### src/rtl/dpwr_pkg.sv
package dpwr_pkg;

  typedef enum logic [2:0] {
    PS_STBY  = 3'd0,
    PS_ATTN  = 3'd1,
    PS_ATTNR = 3'd2,
    PS_ATTNW = 3'd3,
    PS_NAP_A = 3'd4,
    PS_NAP_S = 3'd5,
    PS_PDN_A = 3'd6,
    PS_PDN_S = 3'd7
  } pstate_e;

  typedef enum logic [3:0] {
    OP_NONE = 4'd0,
    OP_ACT  = 4'd1,
    OP_ATTN = 4'd2,
    OP_RLX  = 4'd3,
    OP_NAP  = 4'd4,
    OP_PDN  = 4'd5,
    OP_CNAP = 4'd6,
    OP_RD   = 4'd7,
    OP_WR   = 4'd8
  } op_e;

  function automatic logic is_attn(input logic [2:0] s);
    return (s == PS_ATTN) || (s == PS_ATTNR) || (s == PS_ATTNW);
  endfunction

  function automatic logic is_nap(input logic [2:0] s);
    return (s == PS_NAP_A) || (s == PS_NAP_S);
  endfunction

  function automatic logic is_low(input logic [2:0] s);
    return s[2];
  endfunction

endpackage

### src/rtl/dpwr_state_core.sv
module dpwr_state_core
  import dpwr_pkg::*;
(
  input  logic       clk,
  input  logic       rst,
  input  logic       seq_set,
  input  logic       seq_clr,
  input  logic [3:0] cmd_op,
  input  logic       cmd_hit,
  input  logic       cmd_bcast,
  input  logic       exit_req,
  output logic [2:0] state_q,
  output logic [2:0] state_d,
  output logic       armed_q,
  output logic       seq_done
);

  logic       cnap_q, cnap_d;
  logic       armed_d;
  logic       applies, direct;
  pstate_e    cur;
  pstate_e    nap_dst, pdn_dst;

  assign applies  = cmd_hit | cmd_bcast;
  assign direct   = cmd_hit & ~cmd_bcast;
  assign seq_done = armed_q & seq_clr;
  assign cur      = pstate_e'(state_q);
  assign nap_dst  = is_attn(state_q) ? PS_NAP_A : PS_NAP_S;
  assign pdn_dst  = is_attn(state_q) ? PS_PDN_A : PS_PDN_S;

  always_comb begin
    state_d = state_q;
    cnap_d  = cnap_q;
    armed_d = armed_q;
    if (armed_q) begin
      if (seq_clr) begin
        state_d = PS_PDN_S;
        cnap_d  = 1'b0;
        armed_d = 1'b0;
      end
    end else if (seq_set) begin
      armed_d = 1'b1;
    end else if (is_low(state_q)) begin
      if (exit_req)
        state_d = (cur == PS_NAP_A || cur == PS_PDN_A) ? PS_ATTN : PS_STBY;
    end else begin
      case (op_e'(cmd_op))
        OP_ACT: if (direct) begin
          cnap_d = 1'b0;
          if (cur == PS_STBY) state_d = PS_ATTN;
        end
        OP_ATTN: if (direct && cur == PS_STBY) state_d = PS_ATTN;
        OP_RLX:  if (applies && is_attn(state_q)) state_d = PS_STBY;
        OP_NAP:  if (applies) begin
          cnap_d  = 1'b1;
          state_d = nap_dst;
        end
        OP_PDN:  if (applies) state_d = pdn_dst;
        OP_CNAP: if (applies && cnap_q) state_d = nap_dst;
        OP_RD:   if (direct && is_attn(state_q)) state_d = PS_ATTNR;
        OP_WR:   if (direct && is_attn(state_q)) state_d = PS_ATTNW;
        default: ;
      endcase
    end
  end

  always_ff @(posedge clk) begin
    if (rst) begin
      state_q <= PS_PDN_S;
      cnap_q  <= 1'b0;
      armed_q <= 1'b0;
    end else begin
      state_q <= state_d;
      cnap_q  <= cnap_d;
      armed_q <= armed_d;
    end
  end

endmodule

### src/rtl/dpwr_frame_gate.sv
module dpwr_frame_gate
  import dpwr_pkg::*;
#(
  parameter int FRM_W = 4
) (
  input  logic             clk,
  input  logic             rst,
  input  logic [2:0]       state_q,
  input  logic [2:0]       state_d,
  input  logic [FRM_W-1:0] frame_dly,
  output logic             frame_en
);

  logic [FRM_W-1:0] wait_q;

  always_ff @(posedge clk) begin
    if (rst) begin
      wait_q   <= '0;
      frame_en <= 1'b0;
    end else if (!is_attn(state_d)) begin
      frame_en <= 1'b0;
    end else if (!is_attn(state_q)) begin
      wait_q   <= frame_dly;
      frame_en <= 1'b0;
    end else if (wait_q > FRM_W'(1)) begin
      wait_q <= wait_q - FRM_W'(1);
    end else begin
      frame_en <= 1'b1;
    end
  end

endmodule

### src/rtl/dpwr_nap_watch.sv
module dpwr_nap_watch
  import dpwr_pkg::*;
#(
  parameter int NAP_W = 16
) (
  input  logic             clk,
  input  logic             rst,
  input  logic             seq_done,
  input  logic [2:0]       state_q,
  input  logic [NAP_W-1:0] nap_limit,
  output logic             overrun
);

  localparam logic [NAP_W-1:0] CNT_MAX = '1;

  logic [NAP_W-1:0] stay_q;
  logic [NAP_W:0]   stay_inc;

  assign stay_inc = {1'b0, stay_q} + 1'b1;

  always_ff @(posedge clk) begin
    if (rst || seq_done) begin
      stay_q  <= '0;
      overrun <= 1'b0;
    end else if (is_nap(state_q)) begin
      if (stay_q != CNT_MAX) stay_q <= stay_q + 1'b1;
      if (nap_limit != '0 && stay_inc >= {1'b0, nap_limit}) overrun <= 1'b1;
    end else begin
      stay_q <= '0;
    end
  end

endmodule

### src/rtl/dram_pwr_fsm.sv
module dram_pwr_fsm
  import dpwr_pkg::*;
#(
  parameter int FRM_W = 4,
  parameter int NAP_W = 16
) (
  input  logic             clk,
  input  logic             rst,
  input  logic             seq_set,
  input  logic             seq_clr,
  input  logic [3:0]       cmd_op,
  input  logic             cmd_hit,
  input  logic             cmd_bcast,
  input  logic             exit_req,
  input  logic [FRM_W-1:0] frame_dly,
  input  logic [NAP_W-1:0] nap_limit,
  output logic [2:0]       pwr_state,
  output logic             col_frame_en,
  output logic             nap_overrun
);

  logic [2:0] st_q, st_d;
  logic       seq_armed, seq_done;

  dpwr_state_core u_core (
    .clk       (clk),
    .rst       (rst),
    .seq_set   (seq_set),
    .seq_clr   (seq_clr),
    .cmd_op    (cmd_op),
    .cmd_hit   (cmd_hit),
    .cmd_bcast (cmd_bcast),
    .exit_req  (exit_req),
    .state_q   (st_q),
    .state_d   (st_d),
    .armed_q   (seq_armed),
    .seq_done  (seq_done)
  );

  dpwr_frame_gate #(.FRM_W(FRM_W)) u_frame (
    .clk       (clk),
    .rst       (rst),
    .state_q   (st_q),
    .state_d   (st_d),
    .frame_dly (frame_dly),
    .frame_en  (col_frame_en)
  );

  dpwr_nap_watch #(.NAP_W(NAP_W)) u_nap (
    .clk       (clk),
    .rst       (rst),
    .seq_done  (seq_done),
    .state_q   (st_q),
    .nap_limit (nap_limit),
    .overrun   (nap_overrun)
  );

  assign pwr_state = st_q;

endmodule

### config.mk
export PLATFORM = sky130hd
export DESIGN_NAME = dram_pwr_fsm
export DESIGN_NICKNAME = d
export VERILOG_FILES = /design/src/rtl/dpwr_pkg.sv /design/src/rtl/dpwr_state_core.sv /design/src/rtl/dpwr_frame_gate.sv /design/src/rtl/dpwr_nap_watch.sv /design/src/rtl/dram_pwr_fsm.sv
export SDC_FILE = /design/constraint.sdc
export NUM_CORES = 1
export LEC_CHECK = 0
export BUFFER_PORTS_ARGS = -buffer_cell sky130_fd_sc_hd__clkbuf_2
export CORE_ASPECT_RATIO = 0.9
export CORE_MARGIN = 2
export CORE_UTILIZATION = 57
export CTS_CLUSTER_SIZE = 28
export DETAILED_ROUTE_END_ITERATION = 10
export PLACE_DENSITY_LB_ADDON = 0.3
export SETUP_SLACK_MARGIN = 0.1
export SYNTH_ARGS = -nofsm -noshare
export SYNTH_HDL_FRONTEND = slang
export SYNTH_SLANG_ARGS = --single-unit
export TNS_END_PERCENT = 10
### constraint.sdc
create_clock -name clk -period 3.3 [get_ports clk]
set_clock_uncertainty 0.1 [all_clocks]
set_input_delay 0.99 -clock clk [delete_from_list [all_inputs] [get_ports clk]]
set_output_delay 0.99 -clock clk [all_outputs]
set_load 0.005 [all_outputs]
==> results.tsv, run 1 <==
metric	value	unit
pwr dens	308.2	mW/mm²
vias in the first global route	1826	
Vias/cell	5.780	
Worst-Skew Late Latency	0.28	ns
ant diodes	0	
Synth Instances	280	
VDD IR-drop max	0.2151	mV
row cnt	21	
Setup Buffers After CTS	0	
sequential share of power	0.483	
Clk Tree Root Cell	clkbuf_8	
syn_area_per_cell	7.909	µm²
cell area after placement	0.002362	mm²
Final Cycle Share	0.8422	
DRC	0	
antenna-violating nets left	0	
share of layout cells above drive strength 1	0.1683	
fin crit period	2.779	ns
core footprint	0.003731	mm²
die height	63.14	µm
Die W	69.71	µm
Final Hold Viols	0	
ys flop type	dfxtp_1	
CP Data Required Time	3.36	ns
crit start category	flip-flop	
internal power	508.4	µW
post-route insts no fill	355	
clk buf depth	2	
measured slew at the worst slew-check pin	0.5986	ns
Detailed Route WL	4805	µm
global-route wire length before repair	8245	µm
area growth from synthesis to layout	8.926	%
Multi-input gate area	0.001450	mm²
reg2reg end	u_nap.overrun	
GRT overflow	0	
vias	2052	
Syn Std Cell Area	0.002215	mm²
status	complete, no violations	
hold path depth	2	
Synth Register Bits	27	
setup_tns	0	ns
DIE AREA	0.004401	mm²
Slew headroom	0.6010	
Synth async-reset ratio	0	
crit path DAT	2.84	ns
Final Max Slew Viols	0	
fin area	0.002412	mm²
FF+latch area	540.5	µm²
I/O pins	36	
post-synth cell types	57	
number of iterations in the first detailed-routing pass	4	
syn nets	330	
Worst R2R Start	u_nap.stay_q[2]	
total CTS buffers	3	
critical path's top delay family	simple AND/OR/NAND/NOR gates	
Slowest-stage cell, CP	or4_1	
# H-tree levels	1	
LEAKAGE	0.001154	µW
placed cells	351	
initial antenna violation count	0	
critical setup path kind	flip-flop to flip-flop	
CTS sink cnt	27	
post-CTS resize count	0	
# setup viols final	0	
net switching power	235.2	µW
detailed-placement wirelength estimate	3864	µm
Bufs and invs on worst path	0	
Post-synth EDFFs	0	
Crit. End Element	flip-flop	
cell chain of the critical path	and3_1, nand3_1, or4_1, xnor2_1, ha_1, nand4_1, nor4_1, nor2_1, nand2_1, nor3b_1, a31oi_1	
GRT Util Overall	0.2242	
Yosys top cell by area	dfxtp_1	
worst reg-to-reg path cell count	11	
combinational power share	0.248	
most frequent cells in the layout	35 x inv_1, 35 x clkbuf_2, 28 x a21oi_1	
wire length per cell	13.54	µm
worst-path maximum fanout	6	
Fillers	333	
initial drt markers	146	
post-layout util	0.6465	
CTS Hold Buffers Added	0	
Worst Hold Class	flip-flop to flip-flop	
reg-to-reg slack, setup	0.52	ns
Initial Utilization	0.5936	
Final GP Congestion	0.9529	
# nets final	360	
PortBufs	35	
Sw Share	0.3163	
Seq/Total Area, Yosys	0.2441	
Clock transition at path regs	0.10	ns
Syn. warnings	0	
WHS Endpoint	u_frame.wait_q[3]	
min-delay src	u_frame.wait_q[3]	
Synth area leaders	dfxtp_1 24%, ha_1 11%, a21oi_1 6.3%, inv_1 5.9%, xnor2_1 4.0%	
RSZ-0062 raised after global routing	no	
top cell type's share of synthesized area	0.2441	
largest net degree at the start of global routing	18	
CTS tree	yes	
fmax	0.3598	GHz
CP peak stage delay	0.59	ns
Max Cap Violations	0	
share of total power in the clock network	0.269	
-- cell families (layout without fill, tap and decap cells) --
group                      Yosys count  count (layout)  share of synthesized area
muxes                                2               2                   0.009040
xor gates and xnor gates            16              16                    0.06327
adders and majority gates           19              19                     0.1073
DFF                                 27              27                     0.2441
buffers and inverters               46              75                     0.1011
AOI/OAI and AO/OA                   76              76                     0.2283
and+or+nand+nor                     94              94                     0.2469
-- synth_stat cells (3+ instances only) --
cell type  number
nand3_1         8
a31oi_1         3
o31ai_1         3
xnor2_1        10
o21ai_0        14
o21a_1          3
dfxtp_1        27
nor4_1          6
nand2_1        18
nor3_1          5
a21boi_0        3
inv_1          35
a21oi_1        28
and2_1          3
clkbuf_1        4
nand4_1         9
nor2_1         17
xor2_1          6
a21o_1          3
and3_1          4
ha_1           19
nor2b_1         6
buf_6           4
-- worst register-to-register path: cells and delay by family, from the launching register on --
kind,cells,cell delay (ns)
fa+ha+maj,1,0.28
xor+xnor,1,0.23
simple gates,8,1.56
compound gates,1,0.11
flops,1,0.39
-- registers in the layout, summed over array words and instances (netlist names) --
register / cells
u_core.armed_q: 1
u_core.cnap_q: 1
u_core.state_q: 3
u_nap.overrun: 1
u_frame.wait_q: 4
u_nap.stay_q: 16
u_frame.frame_en: 1
-- routing by layer --
layer / vias to the layer above / share of wire / global-route usage
met3: 4 / 0.054 / 0.03840
met2: 46 / 0.43 / 0.3377
met5: - / 0 / 0
met1: 947 / 0.51 / 0.3376
met4: 0 / 0.0079 / 0.04327
li1: 1055 / - / -
-- how the worst max path moves through the flow --
stage,start,end,slack [ns],depth (start not counted)
floorplan,cmd_op[0],u_frame.wait_q[1],0.62,7
detailed placement,cmd_op[1],u_frame.wait_q[1],0.40,7
finish,u_nap.stay_q[2],u_nap.overrun,0.52,11
CTS,u_nap.stay_q[2],u_nap.overrun,0.53,11
global route,u_nap.stay_q[2],u_nap.overrun,0.26,11
global placement,cmd_op[1],u_frame.wait_q[1],0.44,7
-- power by group through the flow --
stage               clock network (µW)  logic [µW]  registers [µW]
CTS                                207         184             359
floorplan                            0         144             354
finish                             200         185             359
global route                       215         206             362
global placement                     0         179             366
detailed placement                   0         182             366
-- area by class of cell --
type / count / share of cell area
clock inverter: 1 / 0.003631
inverter: 35 / 0.05446
clock buffer: 3 / 0.01712
timing repair buffer: 36 / 0.07573
multi-input combinational: 207 / 0.6011
sequential: 27 / 0.2241
tap: 46 / 0.02386
-- stage by stage --
step	setup slack, ns	hold slack, ns	total power (µW)
after floorplan	0.6161	0.3828	497.3
final	0.5208	0.4245	743.6
after detailed placement	0.4029	0.4111	547.6
after CTS	0.5295	0.4257	749.4
after global placement	0.4360	0.4022	544.9
after global routing	0.2604	0.4519	783.3
No activity file was read; power rests on OpenSTA's default activity.
==> inputs of run 2 (changes only) <==
clock period = 2.8 ns   (was 3.3 ns; I/O delays follow)
==> run 2 against run 1 <==
  * Combinational power is 22% higher
  * Non-clock buffer count rose by 7
  * Power rose by 19%
  * Global-route usage decreased by 0.12 points
  * Highest routed layer unchanged
==> results.tsv, run 2 (synthesized netlist as in run 1, its figures left out) <==
metric	value	unit	change
Final Cycle Share	0.9154		+0.07320
Initial Utilization	0.5936		unchanged
Vias/cell	5.923		+2.5%
vias	2144		+4.5%
critical setup path kind	flip-flop to flip-flop		
detailed-placement wirelength estimate	3916	µm	+1.3%
setup_tns	0	ns	unchanged
VDD IR-drop max	0.3285	mV	+53%
crit path DAT	2.67	ns	-0.17 ns
row cnt	21		unchanged
Final Hold Viols	0		unchanged
CTS sink cnt	27		unchanged
DIE AREA	0.004401	mm²	unchanged
# nets final	367		+1.9%
# setup viols final	0		unchanged
vias in the first global route	1850		+1.3%
critical path's top delay family	simple AND/OR/NAND/NOR gates		
Final Max Slew Viols	0		unchanged
Final GP Congestion	0.9275		-2.7%
fmax	0.3902	GHz	+8.4%
Clk Tree Root Cell	clkbuf_8		
Worst Hold Class	flip-flop to flip-flop		
global-route wire length before repair	8183	µm	-0.75%
post-layout util	0.6663		+0.01979
Slowest-stage cell, CP	or4_4		
initial antenna violation count	0		unchanged
share of total power in the clock network	0.267		-0.002
DRC	0		unchanged
CP peak stage delay	0.46	ns	-0.13 ns
Largest register FFs	16		unchanged
Max Cap Violations	0		unchanged
GRT Util Overall	0.2230		-0.001197
worst-path maximum fanout	4		-2
I/O pins	36		unchanged
reg-to-reg slack, setup	0.24	ns	-0.28 ns
LEAKAGE	0.001194	µW	+3.4%
number of iterations in the first detailed-routing pass	5		+1
registers with the most flip-flops	u_nap.stay_q (16), u_frame.wait_q (4), u_core.state_q (3)		
Clock transition at path regs	0.10	ns	about the same
total CTS buffers	3		unchanged
placed cells	356		+1.4%
initial drt markers	161		+10%
area growth from synthesis to layout	12.26	%	
crit start category	flip-flop		
wire length per cell	13.75	µm	+1.6%
Bufs and invs on worst path	0		unchanged
net switching power	280.9	µW	+19%
pre-CTS setup slack	0.1271	ns	-0.2758 ns
cell chain of the critical path	and4_4, nand4_1, or4_4, xnor2_1, ha_1, nand4_1, nor4_1, nor2_1, nand2_1, o21ai_0, a31oi_1		
Die W	69.71	µm	unchanged
Sw Share	0.3186		+0.002283
internal power	600.8	µW	+18%
Crit. End Element	flip-flop		
core footprint	0.003731	mm²	unchanged
Top reg by flops	u_nap.stay_q		
Worst-Skew Late Latency	0.28	ns	about the same
status	complete, no violations		
share of layout cells above drive strength 1	0.2152		+0.04691
Slew headroom	0.5871		-0.01382
antenna-violating nets left	0		unchanged
PortBufs	35		unchanged
CP Data Required Time	2.90	ns	-0.46 ns
RSZ-0062 raised after global routing	yes		
sequential share of power	0.477		-0.006
most frequent cells in the layout	35 x inv_1, 35 x clkbuf_2, 28 x a21oi_1		
pwr dens	354.6	mW/mm²	+15%
post-route insts no fill	362		+2.0%
GRT overflow	0		unchanged
Detailed Route WL	4978	µm	+3.6%
final worst setup slack	0.2369	ns	-0.2839 ns
fin crit period	2.563	ns	-0.2161 ns
measured slew at the worst slew-check pin	0.6193	ns	+0.02072 ns
combinational power share	0.256		+0.008
Crit path top cell by count	nand4_1		
# H-tree levels	1		unchanged
CTS Hold Buffers Added	0		unchanged
ant diodes	0		unchanged
clk buf depth	2		unchanged
die height	63.14	µm	unchanged
CTS tree	yes		
largest net degree at the start of global routing	18		unchanged
-- run 2: cell types whose count changed in the layout (fill, tap and decap cells not counted) --
cell / before / now
and4_1: 2 / 1
and3_1: 4 / 3
dfxtp_4: 0 / 1
dfxtp_1: 27 / 21
and3_4: 0 / 1
buf_4: 1 / 8
or4_4: 0 / 1
dfxtp_2: 0 / 5
or4_1: 1 / 0
and4_4: 0 / 1
-- run 2: worst register-to-register path, stage by stage (launching register included) --
cell	delay [ns]
dfxtp_2	0.38
and4_4	0.24
nand4_1	0.14
or4_4	0.46
xnor2_1	0.15
ha_1	0.29
nand4_1	0.09
nor4_1	0.26
nor2_1	0.07
nand2_1	0.08
o21ai_0	0.10
a31oi_1	0.14
-- run 2: area by class of cell --
cell class / instances / area (µm²)
clock buffer: 3 / 41.29
clock inverter: 1 / 8.758
fill: 352 / 1245
inverter: 35 / 131.4
multi-input combinational: 207 / 1461
sequential: 27 / 550.5
tap: 46 / 57.56
timing repair buffer: 43 / 235.2
-- run 2: power groups by stage --
| stage | sequential, µW | combinational, µW | clock [µW] |
|---|---|---|---|
| floorplan | 417 | 169 | 0 |
| global placement | 430 | 215 | 0 |
| detailed placement | 430 | 220 | 0 |
| CTS | 421 | 221 | 241 |
| global route | 425 | 248 | 255 |
| finish | 421 | 226 | 235 |
-- run 2: worst paths after layout --
path                          start                 to  cells after the start
setup / recovery    u_nap.stay_q[6]      u_nap.overrun                     11
hold / removal    u_frame.wait_q[3]  u_frame.wait_q[3]                      2
setup reg to reg    u_nap.stay_q[6]      u_nap.overrun                     11
hold reg to reg   u_frame.wait_q[3]  u_frame.wait_q[3]                      2
-- run 2: per-stage QoR --
step                      cell area, µm²  hold WS (ns)  power [µW]
after floorplan                     2215        0.3828       586.1
after global placement              2400        0.4057       645.1
after detailed placement            2400        0.4102       650.4
after CTS                           2450        0.4251       883.2
after global routing                2486        0.4508       927.6
final                               2486        0.4299       881.6
-- run 2: metal layers --
metal | wire length, µm | track usage | vias up | share of wire
li1 | - | - | 1078 | -
met1 | 2484 | 0.3205 | 985 | 0.50
met2 | 2174 | 0.3606 | 77 | 0.44
met3 | 301 | 0.03840 | 4 | 0.060
met4 | 18 | 0.03125 | 0 | 0.0036
met5 | 0 | 0 | - | 0
-- run 2: what timing repair did --
action	CTS	global route
buffers inserted	0	2
setup endpoints to repair	0	1
endpoints found under the hold margin	0	0
resized for setup	0	10
==> inputs of run 3 (changes only) <==
CORE_MARGIN = default   (was 2)
CTS_CLUSTER_DIAMETER = 50   (was default)
==> run 3 against run 2 <==
  * Critical path depth grew 2
  * Design area up 0.45%
  * Final cell count fell by 0.55%
  * Sequential power is essentially flat
  * Critical endpoint unchanged
  * Global-route usage is 2.7 points higher
  * Power decreased by 0.15%
  * Via count fell by 0.75%
  * Routed wire length up 2.9%
  * Sequential share of layout area is 0.10 points lower
  * Clock power is essentially flat
==> results.tsv, run 3 (synthesized netlist as in run 1, its figures left out) <==
metric	value	unit	change
status	complete, no violations		
Final GP Congestion	0.9042		-2.5%
crit path from	u_nap.stay_q[4]		
CP peak stage delay	0.37	ns	-0.09 ns
Clock transition at path regs	0.10	ns	about the same
crit path DAT	2.70	ns	+0.03 ns
area growth from synthesis to layout	12.77	%	
CTS Hold Buffers Added	0		unchanged
Detailed Route WL	5122	µm	+2.9%
Crit path top cell by count	nor2_1		
initial drt markers	130		-19%
reg-to-reg slack, setup	0.21	ns	-0.03 ns
fin crit period	2.590	ns	+0.02647 ns
GRT overflow	0		unchanged
fmax	0.3862	GHz	-1.0%
number of iterations in the first detailed-routing pass	5		unchanged
total CTS buffers	3		unchanged
LEAKAGE	0.001191	µW	-0.27%
CTS tree	yes		
Total Power	880.3	µW	-0.15%
worst-path maximum fanout	5		+1
Vias/cell	5.911		-0.19%
Final Hold Viols	0		unchanged
Sw Share	0.3174		-0.001146
hold path depth	2		unchanged
net switching power	279.4	µW	-0.51%
CTS sink cnt	27		unchanged
sequential share of power	0.479		+0.002
internal power	600.9	µW	about the same
DIE AREA	0.004139	mm²	-5.9%
worst reg-to-reg path cell count	13		+2
row cnt	21		unchanged
setup_tns	0	ns	unchanged
PortBufs	35		unchanged
wire length per cell	14.23	µm	+3.5%
Largest register FFs	16		unchanged
Slew headroom	0.6248		+0.03761
Crit. End Element	flip-flop		
RSZ-0062 raised after global routing	yes		
most frequent cells in the layout	35 x inv_1, 35 x clkbuf_2, 28 x a21oi_1		
reg2reg end	u_nap.overrun		
ant diodes	0		unchanged
Final Cycle Share	0.9248		+0.009455
crit path capture	u_nap.overrun		
Initial Utilization	0.5936		unchanged
Worst-Skew Late Latency	0.28	ns	about the same
Slowest-stage cell, CP	dfxtp_1		
CP Data Required Time	2.91	ns	about the same
vias	2128		-0.75%
global-route wire length before repair	7845	µm	-4.1%
measured slew at the worst slew-check pin	0.5629	ns	-0.05642 ns
share of total power in the clock network	0.269		+0.002
Final Max Slew Viols	0		unchanged
Die W	67.71	µm	-2.9%
detailed-placement wirelength estimate	4019	µm	+2.6%
Worst Hold Class	flip-flop to flip-flop		
critical setup path kind	flip-flop to flip-flop		
largest net degree at the start of global routing	18		unchanged
crit start category	flip-flop		
Max Cap Violations	0		unchanged
share of layout cells above drive strength 1	0.2261		+0.01092
die height	61.14	µm	-3.2%
# nets final	365		-0.54%
# H-tree levels	1		unchanged
registers with the most flip-flops	u_nap.stay_q (16), u_frame.wait_q (4), u_core.state_q (3)		
initial antenna violation count	0		unchanged
vias in the first global route	1786		-3.5%
core footprint	0.003731	mm²	unchanged
GRT Util Overall	0.2504		+0.02735
Top reg by flops	u_nap.stay_q		
Worst R2R Start	u_nap.stay_q[4]		
clk buf depth	2		unchanged
antenna-violating nets left	0		unchanged
pwr dens	352.5	mW/mm²	-0.60%
VDD IR-drop max	0.2601	mV	-21%
I/O pins	36		unchanged
cell chain of the critical path	and3_4, nand3_1, buf_4, nor2_1, xnor2_1, inv_1, ha_1, nand4_1, nor4_2, nor2_1, nand2_1, o21ai_0, a31oi_1		
Clk Tree Root Cell	clkbuf_8		
# setup viols final	0		unchanged
DRC	0		unchanged
combinational power share	0.252		-0.004
## run 3: changes by cell type in the layout (fill, tap and decap cells not counted), sizes merged
| cell | previous run | this run |
|---|---|---|
| buf | 8 | 6 |
## run 3: area by class of cell
type / instances / area, µm²
flip-flops and latches: 27 / 550.5
fillers: 329 / 1234
inverters: 35 / 131.4
repair buffers: 41 / 220.2
well taps: 46 / 57.56
clock inverters: 1 / 8.758
clock buffers: 3 / 41.29
multi-input cells: 207 / 1488
## run 3: per-layer routing
layer / GRT usage / vias up / wire (µm)
met5: 0 / - / 0
met4: 0.03647 / 0 / 21
met3: 0.04444 / 2 / 217
met2: 0.4017 / 53 / 2377
met1: 0.3570 / 1000 / 2507
li1: - / 1073 / -
## run 3: stage by stage
| step | area, µm² | hold slack [ns] | setup WS (ns) | util | cells |
|---|---|---|---|---|---|
| floorplan | 2215 | 0.3828 | 0.2661 | - | 280 |
| global placement | 2392 | 0.4025 | 0.1817 | 0.6412 | 355 |
| detailed placement | 2392 | 0.4077 | 0.09844 | 0.6412 | 355 |
| CTS | 2445 | 0.4258 | 0.1112 | 0.6553 | 359 |
| global route | 2497 | 0.4530 | 0.08287 | 0.6693 | 360 |
| finish | 2497 | 0.4255 | 0.2104 | 0.6693 | 360 |
## run 3: how the worst min path moves through the flow
stage | to | from
final | u_frame.wait_q[3] | u_frame.wait_q[3]
after floorplan | u_frame.wait_q[3] | u_frame.wait_q[3]
after global placement | u_frame.wait_q[3] | u_frame.wait_q[3]
after global routing | u_frame.wait_q[3] | u_frame.wait_q[3]
after CTS | u_frame.wait_q[3] | u_frame.wait_q[3]
after detailed placement | u_frame.wait_q[3] | u_frame.wait_q[3]
## run 3: critical path: cells and delay by family (launching register included)
family / cells / cell delay (ns)
AND/OR/NAND/NOR: 7 / 1.08
adder cells (fa/ha/maj): 1 / 0.30
buffers and inverters: 2 / 0.24
AO/OA/AOI/OAI: 2 / 0.27
XOR/XNOR: 1 / 0.17
flip-flops: 1 / 0.37
## run 3: power by group through the flow
stage	clock [µW]	sequential, µW	combinational, µW
4_1_cts	241	421	219
2_1_floorplan	0	417	169
3_5_place_dp	0	430	217
6_report	237	421	222
5_1_grt	260	424	248
3_3_place_gp	0	430	215
## run 3: repair_timing
action,4_1_cts,5_1_grt
resized for setup,1,14
endpoints found under the hold margin,0,0
cloned,0,0
pin swaps,0,1
endpoints found under the setup margin,1,1
setup buffers,0,1
